===== config.mk =====
export PLATFORM = sky130hd
export DESIGN_NAME = i2c_eeprom_slave
export DESIGN_NICKNAME = d
export VERILOG_FILES = /design/src/rtl/i2c_ee_pkg.sv /design/src/rtl/i2c_line_sync.sv /design/src/rtl/ee_store.sv /design/src/rtl/i2c_ee_engine.sv /design/src/rtl/i2c_eeprom_slave.sv
export SDC_FILE = /design/constraint.sdc
export NUM_CORES = 2
export LEC_CHECK = 0
export BUFFER_PORTS_ARGS = -buffer_cell sky130_fd_sc_hd__buf_2
export CAP_MARGIN = 15
export CORE_MARGIN = 3
export CORE_UTILIZATION = 43
export DETAILED_ROUTE_END_ITERATION = 8
export GPL_TIMING_DRIVEN = 0
export PLACE_DENSITY = 0.68
export SYNTH_ARGS = -nofsm -noshare
export SYNTH_HDL_FRONTEND = slang
export SYNTH_SLANG_ARGS = --single-unit

===== constraint.sdc =====
create_clock -name clk -period 5.63 [get_ports clk]
set_clock_uncertainty 0.2 [all_clocks]
set_input_delay 1.4075 -clock clk [delete_from_list [all_inputs] [get_ports clk]]
set_output_delay 1.4075 -clock clk [all_outputs]
set_load 0.005 [all_outputs]

===== src/rtl/i2c_ee_pkg.sv =====
package i2c_ee_pkg;
  localparam int BYTE_W = 8;

  typedef enum logic [2:0] {
    ST_IDLE,
    ST_DEV,
    ST_ACK_DEV,
    ST_RX,
    ST_ACK_RX,
    ST_TX,
    ST_ACK_TX
  } ee_state_e;
endpackage


===== src/rtl/i2c_line_sync.sv =====
module i2c_line_sync #(
  parameter int SYNC_STAGES = 2
) (
  input  logic clk,
  input  logic rst_n,
  input  logic scl_i,
  input  logic sda_i,
  output logic scl_s,
  output logic sda_s,
  output logic scl_rise,
  output logic scl_fall,
  output logic start_det,
  output logic stop_det
);
  logic [SYNC_STAGES-1:0] scl_pipe, sda_pipe;
  logic scl_q, sda_q;

  always_ff @(posedge clk or negedge rst_n) begin
    if (!rst_n) begin
      scl_pipe <= '1;
      sda_pipe <= '1;
      scl_q    <= 1'b1;
      sda_q    <= 1'b1;
    end else begin
      scl_pipe <= {scl_pipe[SYNC_STAGES-2:0], scl_i};
      sda_pipe <= {sda_pipe[SYNC_STAGES-2:0], sda_i};
      scl_q    <= scl_pipe[SYNC_STAGES-1];
      sda_q    <= sda_pipe[SYNC_STAGES-1];
    end
  end

  assign scl_s     = scl_pipe[SYNC_STAGES-1];
  assign sda_s     = sda_pipe[SYNC_STAGES-1];
  assign scl_rise  = scl_s & ~scl_q;
  assign scl_fall  = ~scl_s & scl_q;
  // data edges while the clock is high on both samples
  assign start_det = scl_s & scl_q & sda_q & ~sda_s;
  assign stop_det  = scl_s & scl_q & ~sda_q & sda_s;
endmodule


===== src/rtl/ee_store.sv =====
module ee_store #(
  parameter int DEPTH = 256,
  parameter int DW    = 8,
  localparam int AW   = $clog2(DEPTH)
) (
  input  logic          clk,
  input  logic          we,
  input  logic [AW-1:0] addr,
  input  logic [DW-1:0] wdata,
  output logic [DW-1:0] rdata
);
  logic [DW-1:0] cells [DEPTH];

  always_ff @(posedge clk) begin
    if (we) cells[addr] <= wdata;
  end

  assign rdata = cells[addr];
endmodule


===== src/rtl/i2c_ee_engine.sv =====
module i2c_ee_engine
  import i2c_ee_pkg::*;
#(
  parameter logic [6:0] DEV_ADDR = 7'h50,
  parameter int         AW       = 8
) (
  input  logic              clk,
  input  logic              rst_n,
  input  logic              sda_s,
  input  logic              scl_rise,
  input  logic              scl_fall,
  input  logic              start_det,
  input  logic              stop_det,
  input  logic              wp_i,
  input  logic [BYTE_W-1:0] rdata,
  output logic              sda_oe,
  output logic              mem_we,
  output logic [BYTE_W-1:0] wdata,
  output logic [AW-1:0]     ptr_o,
  output ee_state_e         state_o
);
  ee_state_e         state_q, state_d;
  logic [2:0]        cnt_q, cnt_d;
  logic              flag_q, flag_d;   // byte complete (rx) or ack seen (tx)
  logic [BYTE_W-1:0] sh_q, sh_d;
  logic              rw_q, rw_d;
  logic              pend_q, pend_d;   // pointer byte still expected
  logic [AW-1:0]     ptr_q, ptr_d;
  logic              oe_q, oe_d;

  always_comb begin
    state_d = state_q;
    cnt_d   = cnt_q;
    flag_d  = flag_q;
    sh_d    = sh_q;
    rw_d    = rw_q;
    pend_d  = pend_q;
    ptr_d   = ptr_q;
    oe_d    = oe_q;
    mem_we  = 1'b0;
    if (stop_det) begin
      state_d = ST_IDLE;
      oe_d    = 1'b0;
    end else if (start_det) begin
      state_d = ST_DEV;
      cnt_d   = 3'd0;
      flag_d  = 1'b0;
      oe_d    = 1'b0;
    end else begin
      unique case (state_q)
        ST_DEV, ST_RX: begin
          if (scl_rise) begin
            sh_d   = {sh_q[BYTE_W-2:0], sda_s};
            cnt_d  = cnt_q + 3'd1;
            flag_d = (cnt_q == 3'd7);
          end else if (scl_fall && flag_q) begin
            flag_d = 1'b0;
            if (state_q == ST_DEV) begin
              if (sh_q[7:1] == DEV_ADDR) begin
                state_d = ST_ACK_DEV;
                oe_d    = 1'b1;
                rw_d    = sh_q[0];
                pend_d  = ~sh_q[0];
              end else begin
                state_d = ST_IDLE;
              end
            end else begin
              state_d = ST_ACK_RX;
              oe_d    = 1'b1;
              if (pend_q) begin
                ptr_d  = sh_q[AW-1:0];
                pend_d = 1'b0;
              end else begin
                mem_we = ~wp_i;
                ptr_d  = ptr_q + 1'b1;
              end
            end
          end
        end
        ST_ACK_DEV, ST_ACK_RX: begin
          if (scl_fall) begin
            cnt_d  = 3'd0;
            flag_d = 1'b0;
            if (state_q == ST_ACK_DEV && rw_q) begin
              state_d = ST_TX;
              sh_d    = rdata;
              oe_d    = ~rdata[BYTE_W-1];
              ptr_d   = ptr_q + 1'b1;
            end else begin
              state_d = ST_RX;
              oe_d    = 1'b0;
            end
          end
        end
        ST_TX: begin
          if (scl_fall) begin
            if (cnt_q == 3'd7) begin
              state_d = ST_ACK_TX;
              oe_d    = 1'b0;
              flag_d  = 1'b0;
            end else begin
              cnt_d = cnt_q + 3'd1;
              sh_d  = {sh_q[BYTE_W-2:0], 1'b0};
              oe_d  = ~sh_q[BYTE_W-2];
            end
          end
        end
        ST_ACK_TX: begin
          if (scl_rise) begin
            flag_d = ~sda_s;
          end else if (scl_fall) begin
            cnt_d = 3'd0;
            if (flag_q) begin
              state_d = ST_TX;
              sh_d    = rdata;
              oe_d    = ~rdata[BYTE_W-1];
              ptr_d   = ptr_q + 1'b1;
            end else begin
              state_d = ST_IDLE;
              oe_d    = 1'b0;
            end
          end
        end
        default: state_d = ST_IDLE;
      endcase
    end
  end

  always_ff @(posedge clk or negedge rst_n) begin
    if (!rst_n) begin
      state_q <= ST_IDLE;
      cnt_q   <= 3'd0;
      flag_q  <= 1'b0;
      sh_q    <= '0;
      rw_q    <= 1'b0;
      pend_q  <= 1'b0;
      ptr_q   <= '0;
      oe_q    <= 1'b0;
    end else begin
      state_q <= state_d;
      cnt_q   <= cnt_d;
      flag_q  <= flag_d;
      sh_q    <= sh_d;
      rw_q    <= rw_d;
      pend_q  <= pend_d;
      ptr_q   <= ptr_d;
      oe_q    <= oe_d;
    end
  end

  assign sda_oe  = oe_q;
  assign wdata   = sh_q;
  assign ptr_o   = ptr_q;
  assign state_o = state_q;
endmodule


===== src/rtl/i2c_eeprom_slave.sv =====
module i2c_eeprom_slave
  import i2c_ee_pkg::*;
#(
  parameter logic [6:0] DEV_ADDR    = 7'h50,
  parameter int         DEPTH       = 256,
  parameter int         SYNC_STAGES = 2
) (
  input  logic clk,
  input  logic rst_n,
  input  logic scl_i,
  input  logic sda_i,
  output logic sda_oe,
  input  logic wp_i
);
  localparam int AW = $clog2(DEPTH);

  logic              scl_s, sda_s, scl_rise, scl_fall, start_det, stop_det;
  logic              mem_we;
  logic [BYTE_W-1:0] wdata, rdata;
  logic [AW-1:0]     ptr;
  ee_state_e         state;

  i2c_line_sync #(.SYNC_STAGES(SYNC_STAGES)) u_sync (
    .clk(clk), .rst_n(rst_n), .scl_i(scl_i), .sda_i(sda_i),
    .scl_s(scl_s), .sda_s(sda_s), .scl_rise(scl_rise), .scl_fall(scl_fall),
    .start_det(start_det), .stop_det(stop_det)
  );

  i2c_ee_engine #(.DEV_ADDR(DEV_ADDR), .AW(AW)) u_engine (
    .clk(clk), .rst_n(rst_n), .sda_s(sda_s), .scl_rise(scl_rise),
    .scl_fall(scl_fall), .start_det(start_det), .stop_det(stop_det),
    .wp_i(wp_i), .rdata(rdata), .sda_oe(sda_oe), .mem_we(mem_we),
    .wdata(wdata), .ptr_o(ptr), .state_o(state)
  );

  ee_store #(.DEPTH(DEPTH), .DW(BYTE_W)) u_store (
    .clk(clk), .we(mem_we), .addr(ptr), .wdata(wdata), .rdata(rdata)
  );
endmodule


Yosys cells after proc, flatten, opt, wreduce, memory -nomap -nowiden

Memories as Yosys holds them, arrays and structs flattened.
Index checks and enable logic that the tools add are counted.

Div/mod/pow operators: 0
Shift operators: 0
Equality and inequality tests: 36
Reduce and logical (&&, ||, !) cells: 16
Bitwise gates (word level): 18
Add/sub/neg operators: 2
$lt $le $gt $ge: 0
Mux-type cells: 73
Multipliers: 0

Operators by type and width:

| kind                  | count |
|---|---|
| $mux W8               | 17 |
| $mux W3               | 18 |
| $pmux W8 S4           | 1 |
| $mux W1               | 31 |
| $ne A4 B3 Y1 const B  | 6 |
| $pmux W3 S4           | 2 |
| $pmux W8 S3           | 1 |
| $reduce_and A11 Y1    | 2 |
| $reduce_and A7 Y1     | 3 |
| $eq A3 B3 Y1 const B  | 4 |
| $ne A2 B1 Y1 const B  | 6 |
| $ne A2 B2 Y1 const B  | 6 |
| $ne A3 B3 Y1 const B  | 4 |
| $reduce_and A6 Y1     | 2 |
| $not A1 Y1            | 11 |
| $ne A3 B2 Y1 const B  | 3 |
| $add A8 B1 Y8 const B | 1 |
| $ne A4 B4 Y1 const B  | 2 |
| $pmux W1 S4           | 2 |
| $reduce_and A8 Y1     | 1 |
| $and A1 B1 Y1         | 7 |
| $eq A7 B7 Y1 const B  | 1 |
| $eq A3 B2 Y1 const B  | 2 |
| $reduce_bool A6 Y1    | 1 |
| other kinds (9)       | 11 |

Input port bits: 5
Latch bits: 0
ROM bits: 0
Memory bits (writable): 2048
Memories kept: 1
Logic and storage cells: 158
Output and inout port bits: 1
Register bits: 32

Memories:

| name          | words | bits a word | read ports | clocked after Yosys merged registers in | wr ports | line           | source |
|---|---|---|---|---|---|---|---|
| u_store.cells | 256   | 8           | 1          | 0                                       | 1        | ee_store.sv:12 | `logic [DW-1:0] cells [DEPTH];` |

Longest topological paths before layout

Depth in word-level cells: 10
Gate-level depth with buffers: 12
Depth with buffers taken out: 8

By module

Synthesis repeated with hierarchy kept, for this count alone.

Cells, all modules: 3769
Area, all modules: 80393.4 um^2

By module, submodules not included:

| module        | seq. area each (um^2) | instances | area each (um^2) | cells each |
|---|---|---|---|---|
| ee_store      | 61499.0               | 1         | 78332.6          | 3539 |
| i2c_ee_engine | 650.6                 | 1         | 1870.5           | 220 |
| i2c_line_sync | 157.7                 | 1         | 190.2            | 10 |

Worst setup path after synthesis

Ideal clock, no wire load.

Path kind: reg2reg
Start point: register u_engine.sh_q[7], in the netlist u_engine.wdata[7]
End point: register u_engine.rw_q
Slack: 862 ps
Arrival time: 4425 ps
Data required time: 5287 ps
Clock period less this slack: 4768 ps
Setup time: 143 ps
Buffers on the path: 0
Stages on the path, launching flop included: 7
Cell sequence: dfrtp_1 -> inv_1 -> nor4_1 -> and3_1 -> nand2_1 -> nor2_1 -> mux2_2

Longest elaborated chain between the ends: 2

RTL lines:

| what                               | line                 | source |
|---|---|---|
| from (decl)                        | i2c_ee_engine.sv:25  | `logic [BYTE_W-1:0] sh_q, sh_d;` |
| from (signal assigned)             | i2c_ee_engine.sv:134 | `sh_q <= '0;` |
| from (signal assigned)             | i2c_ee_engine.sv:143 | `sh_q <= sh_d;` |
| $eq A7 B7 Y1                       | i2c_ee_engine.sv:59  | `if (sh_q[7:1] == DEV_ADDR) begin` |
| $reduce_and A7 Y1 (no source line) | n/a                  |  |
| to (signal assigned)               | i2c_ee_engine.sv:144 | `rw_q <= rw_d;` |
| to (decl)                          | i2c_ee_engine.sv:26  | `logic rw_q, rw_d;` |

No other way between the ends.
A chain may end at the register's enable or synchronous reset.

Worst setup path after layout

Start point: register u_engine.ptr_q[5], in the netlist u_engine.ptr_o[5]
End point: register u_engine.sh_q[5], in the netlist u_engine.wdata[5]

Longest elaborated chain between the ends: 5
Elaborated cells between the ends (all ways): 7
Classes of those cells: mux: 6; memory: 1

RTL lines:

| what                   | line                 | source |
|---|---|---|
| from (decl)            | i2c_ee_engine.sv:28  | `logic [AW-1:0] ptr_q, ptr_d;` |
| from (signal assigned) | i2c_ee_engine.sv:146 | `ptr_q <= ptr_d;` |
| $mem_v2 Z256 W8 (*)    | n/a                  |  |
| $mux W8                | i2c_ee_engine.sv:113 | `if (flag_q) begin` |
| $mux W8                | i2c_ee_engine.sv:111 | `end else if (scl_fall) begin` |
| $mux W8                | i2c_ee_engine.sv:109 | `if (scl_rise) begin` |
| $pmux W8 S4 (*)        | i2c_ee_engine.sv:50  | `unique case (state_q)` |

Mark *: on every way between the ends. The rest lies on a longest branch, timed or not. The select of a mux whose other input is x is not followed.

==> flow_summary.toml <==
[die]
dieHeight_um = 438
rows = 158
ios = 6
die_area_mm2 = 0.192
die_w_um = 438
start_util = 0.433
coreArea_mm2 = 0.186

[synthesis]
synthFlopType = "edfxtp_1"
synth_most_common_cell = "edfxtp_1"
syn-num-nets = 3771
netlist_area_mm2 = 0.0804
synthTopCellsByArea = "edfxtp_1, mux4_2, nor2_1, dfrtp_1, a221oi_1"
yosysTopAreaCell = "edfxtp_1"
synth-edff-count = 2048
syn_inst = 3760
seq_area_frac_synth = 0.775
syn_avg_cell_area_um2 = 21.4
yosys.area.top_type_share = 0.765
yosysWarnings = 0
synth-seq-cells = 2080
synth-async-reset-ratio = 0.0154
synth_commonest_cells = "edfxtp_1, mux4_2, nor2_1"
ys_types = 55

[sta]
setup_violations = 62
fin_crit_sh = 1.05
max_freq_mhz = 169
setup_tns_ns = -2.05
slew_headroom = 0.00265
worst_pin_slew_ns = 1.48
min_period_ns = 5.90
hold_violations = 0
rsz0062_at_grt = "no"
maxSlewViolCount = 0
fin_ws_ns = -0.275

[hold_path]
min_path_type = "reg2reg"

[clocking]
cts_hold_buf = 0
cts_buffers = 202
clkTransAtPathRegs_ns = 0.07
h-tree-depth = 4
cts_setup_buffers = 0
cts.sinks = 2080
root_buffer = "clkbuf_16"
cts_tree = "done"
cts.path.max_buffers = 3
clock_latency_ns = 0.88

[layout]
fillers = 14700
final_cells = 6688
syn_to_final_growth_pct = 13.7
layout.nets = 4036
fin_area_mm2 = 0.0915
drive_gt1_frac = 0.247

[route]
drc_errors = 0
drtIter0Drc = 8261
post_drt_wl_per_cell_um = 39.5
ant_nets = 0
first_pass_iters = 8
vias = 44200
vias_per_cell = 6.61
drt-total-wl_um = 264000

[place]
dp_cells = 6300
gp_congestion = 0.997
pre_cts_slack_ns = -0.448
dpl-instance-area_mm2 = 0.0847
port_buffers = 5
hpwl_um = 174000

[global_routing]
grt_pass1_vias = 42200
grt_pass1_wl_um = 355000
grt_max_degree = 100
gr-total-overflow = 0
antenna_found_initial = 9
grtUsageTotal = 0.274

[critical_path]
worstPathArrival_ns = 6.42
cp_data_required_time_ns = 6.14
crit_path_end_kind = "flop"
critical_path.max_fanout = 10
critPathKind = "reg2reg"
cp-start-kind = "flop"

[flow_run]
drv_cap = 1

[run_status]
failed_checks = "capacitance limit, setup timing"
outcome = "complete, but fails checks"

[pwr]
p_per_area_mw_per_mm2 = 341
p_leak_nw = 27.2
ir_worst_vdd_mv = 0.367
registers in the layout, indices dropped and copies added, names as in the netlist, 2 cells and up:
signal / count
u_engine.cnt_q: 3
u_store.cells: 2048
u_engine.wdata: 8
u_sync.scl_pipe: 2
u_engine.state_o: 3
u_engine.ptr_o: 8
u_sync.sda_pipe: 2
stage by stage:
step	utilization	hold slack [ns]	total power, mW
floorplan	-	0.145	17.7
global placement	0.450	0.149	18.0
detailed placement	0.456	0.148	17.9
CTS	0.492	0.159	31.2
global route	0.493	0.163	31.8
finish	0.493	0.156	31.2
routing by layer:
layer / share of wire / track usage
met1: 0.34 / 0.349
met2: 0.43 / 0.388
met3: 0.15 / 0.114
met4: 0.076 / 0.170
met5: 0.0011 / 0.00706
cells in the final DEF, fill, tap and decap left out, drive strengths merged, types with 4 or more instances in the layout:
| master | instances |
|---|---|
| edfxtp | 2048 |
| mux4 | 508 |
| clkbuf | 369 |
| nor2 | 302 |
| buf | 173 |
| clkinv | 103 |
| o22ai | 75 |
| a22oi | 68 |
| a21oi | 67 |
| a221oi | 64 |
| a22o | 63 |
| nand2 | 63 |
| o21ai | 39 |
| mux2 | 27 |
| dfrtp | 26 |
| bufinv | 20 |
| inv | 18 |
| nor2b | 16 |
| nand2b | 15 |
| nand3 | 13 |
| nor3 | 12 |
| nor4 | 11 |
| o41ai | 10 |
| a31oi | 10 |
| mux2i | 9 |
| diode | 7 |
| nand4 | 6 |
| ha | 6 |
| dfstp | 6 |
| or2 | 6 |
| and3 | 5 |
| a211oi | 5 |
| o22a | 4 |
| a2111oi | 4 |
critical path: stages (launching register included):
cell	delay (ns)
dfrtp_1	0.36
clkbuf_1	0.34
clkbuf_2	0.43
nand2_2	0.52
clkbuf_1	0.91
clkbuf_1	0.87
o22ai_1	0.43
o21ai_0	0.81
nand4_1	0.51
a22o_1	0.32
final cells by class:
class / instances / area [µm²] / share of cell area
well taps: 2480 / 3100 / 0.0339
multi-input cells: 1436 / 16900 / 0.185
clock inverters: 131 / 1360 / 0.0149
clock buffers: 249 / 5250 / 0.0574
plain buffers: 228 / 1200 / 0.0132
inverters: 12 / 45.0 / 0.000492
repair buffers: 65 / 1200 / 0.0131
diodes: 7 / 17.5 / 0.000192
flip-flops and latches: 2080 / 62300 / 0.682
kinds of logic after synthesis:
group	count (synthesis)	synth area share
adder cells (fa/ha/maj)	6	0.000933
flip-flops	2080	0.775
buffers and inverters	244	0.0153
AO/OA/AOI/OAI	424	0.0374
multiplexers	544	0.147
AND/OR/NAND/NOR	461	0.0243
XOR/XNOR	1	0.000109
worst paths after layout:
kind,startpoint,endpoint,slack [ns],depth (start not counted)
max reg2reg,u_engine.ptr_o[5]$_DFFE_PN0P_,u_engine.wdata[5]$_DFFE_PN0P_,-0.27,9
max,u_engine.ptr_o[5]$_DFFE_PN0P_,u_engine.wdata[5]$_DFFE_PN0P_,-0.27,9
min in group asynchronous,rst_n,u_engine.wdata[1]$_DFFE_PN0P_,0.50,1
min reg2reg,u_sync.sda_pipe[0]$_DFF_PN1_,u_sync.sda_pipe[1]$_DFF_PN1_,0.16,0
max in group asynchronous,rst_n,u_engine.wdata[5]$_DFFE_PN0P_,4.01,1
min,u_sync.sda_pipe[0]$_DFF_PN1_,u_sync.sda_pipe[1]$_DFF_PN1_,0.16,0
what timing repair did:
action,CTS,global route
gates cloned,0,0
endpoints found under the setup margin,978,17
gates resized for setup,15,3
where the power goes:
| part | total, mW | internal (mW) | leakage [nW] | switching (mW) |
|---|---|---|---|---|
| clock | 13.6 | 7.60 | 3.21 | 6.00 |
| sequential | 17.3 | 17.1 | 18.9 | 0.123 |
| combinational | 0.343 | 0.0667 | 5.09 | 0.277 |
(Power assumes the default switching activity.)
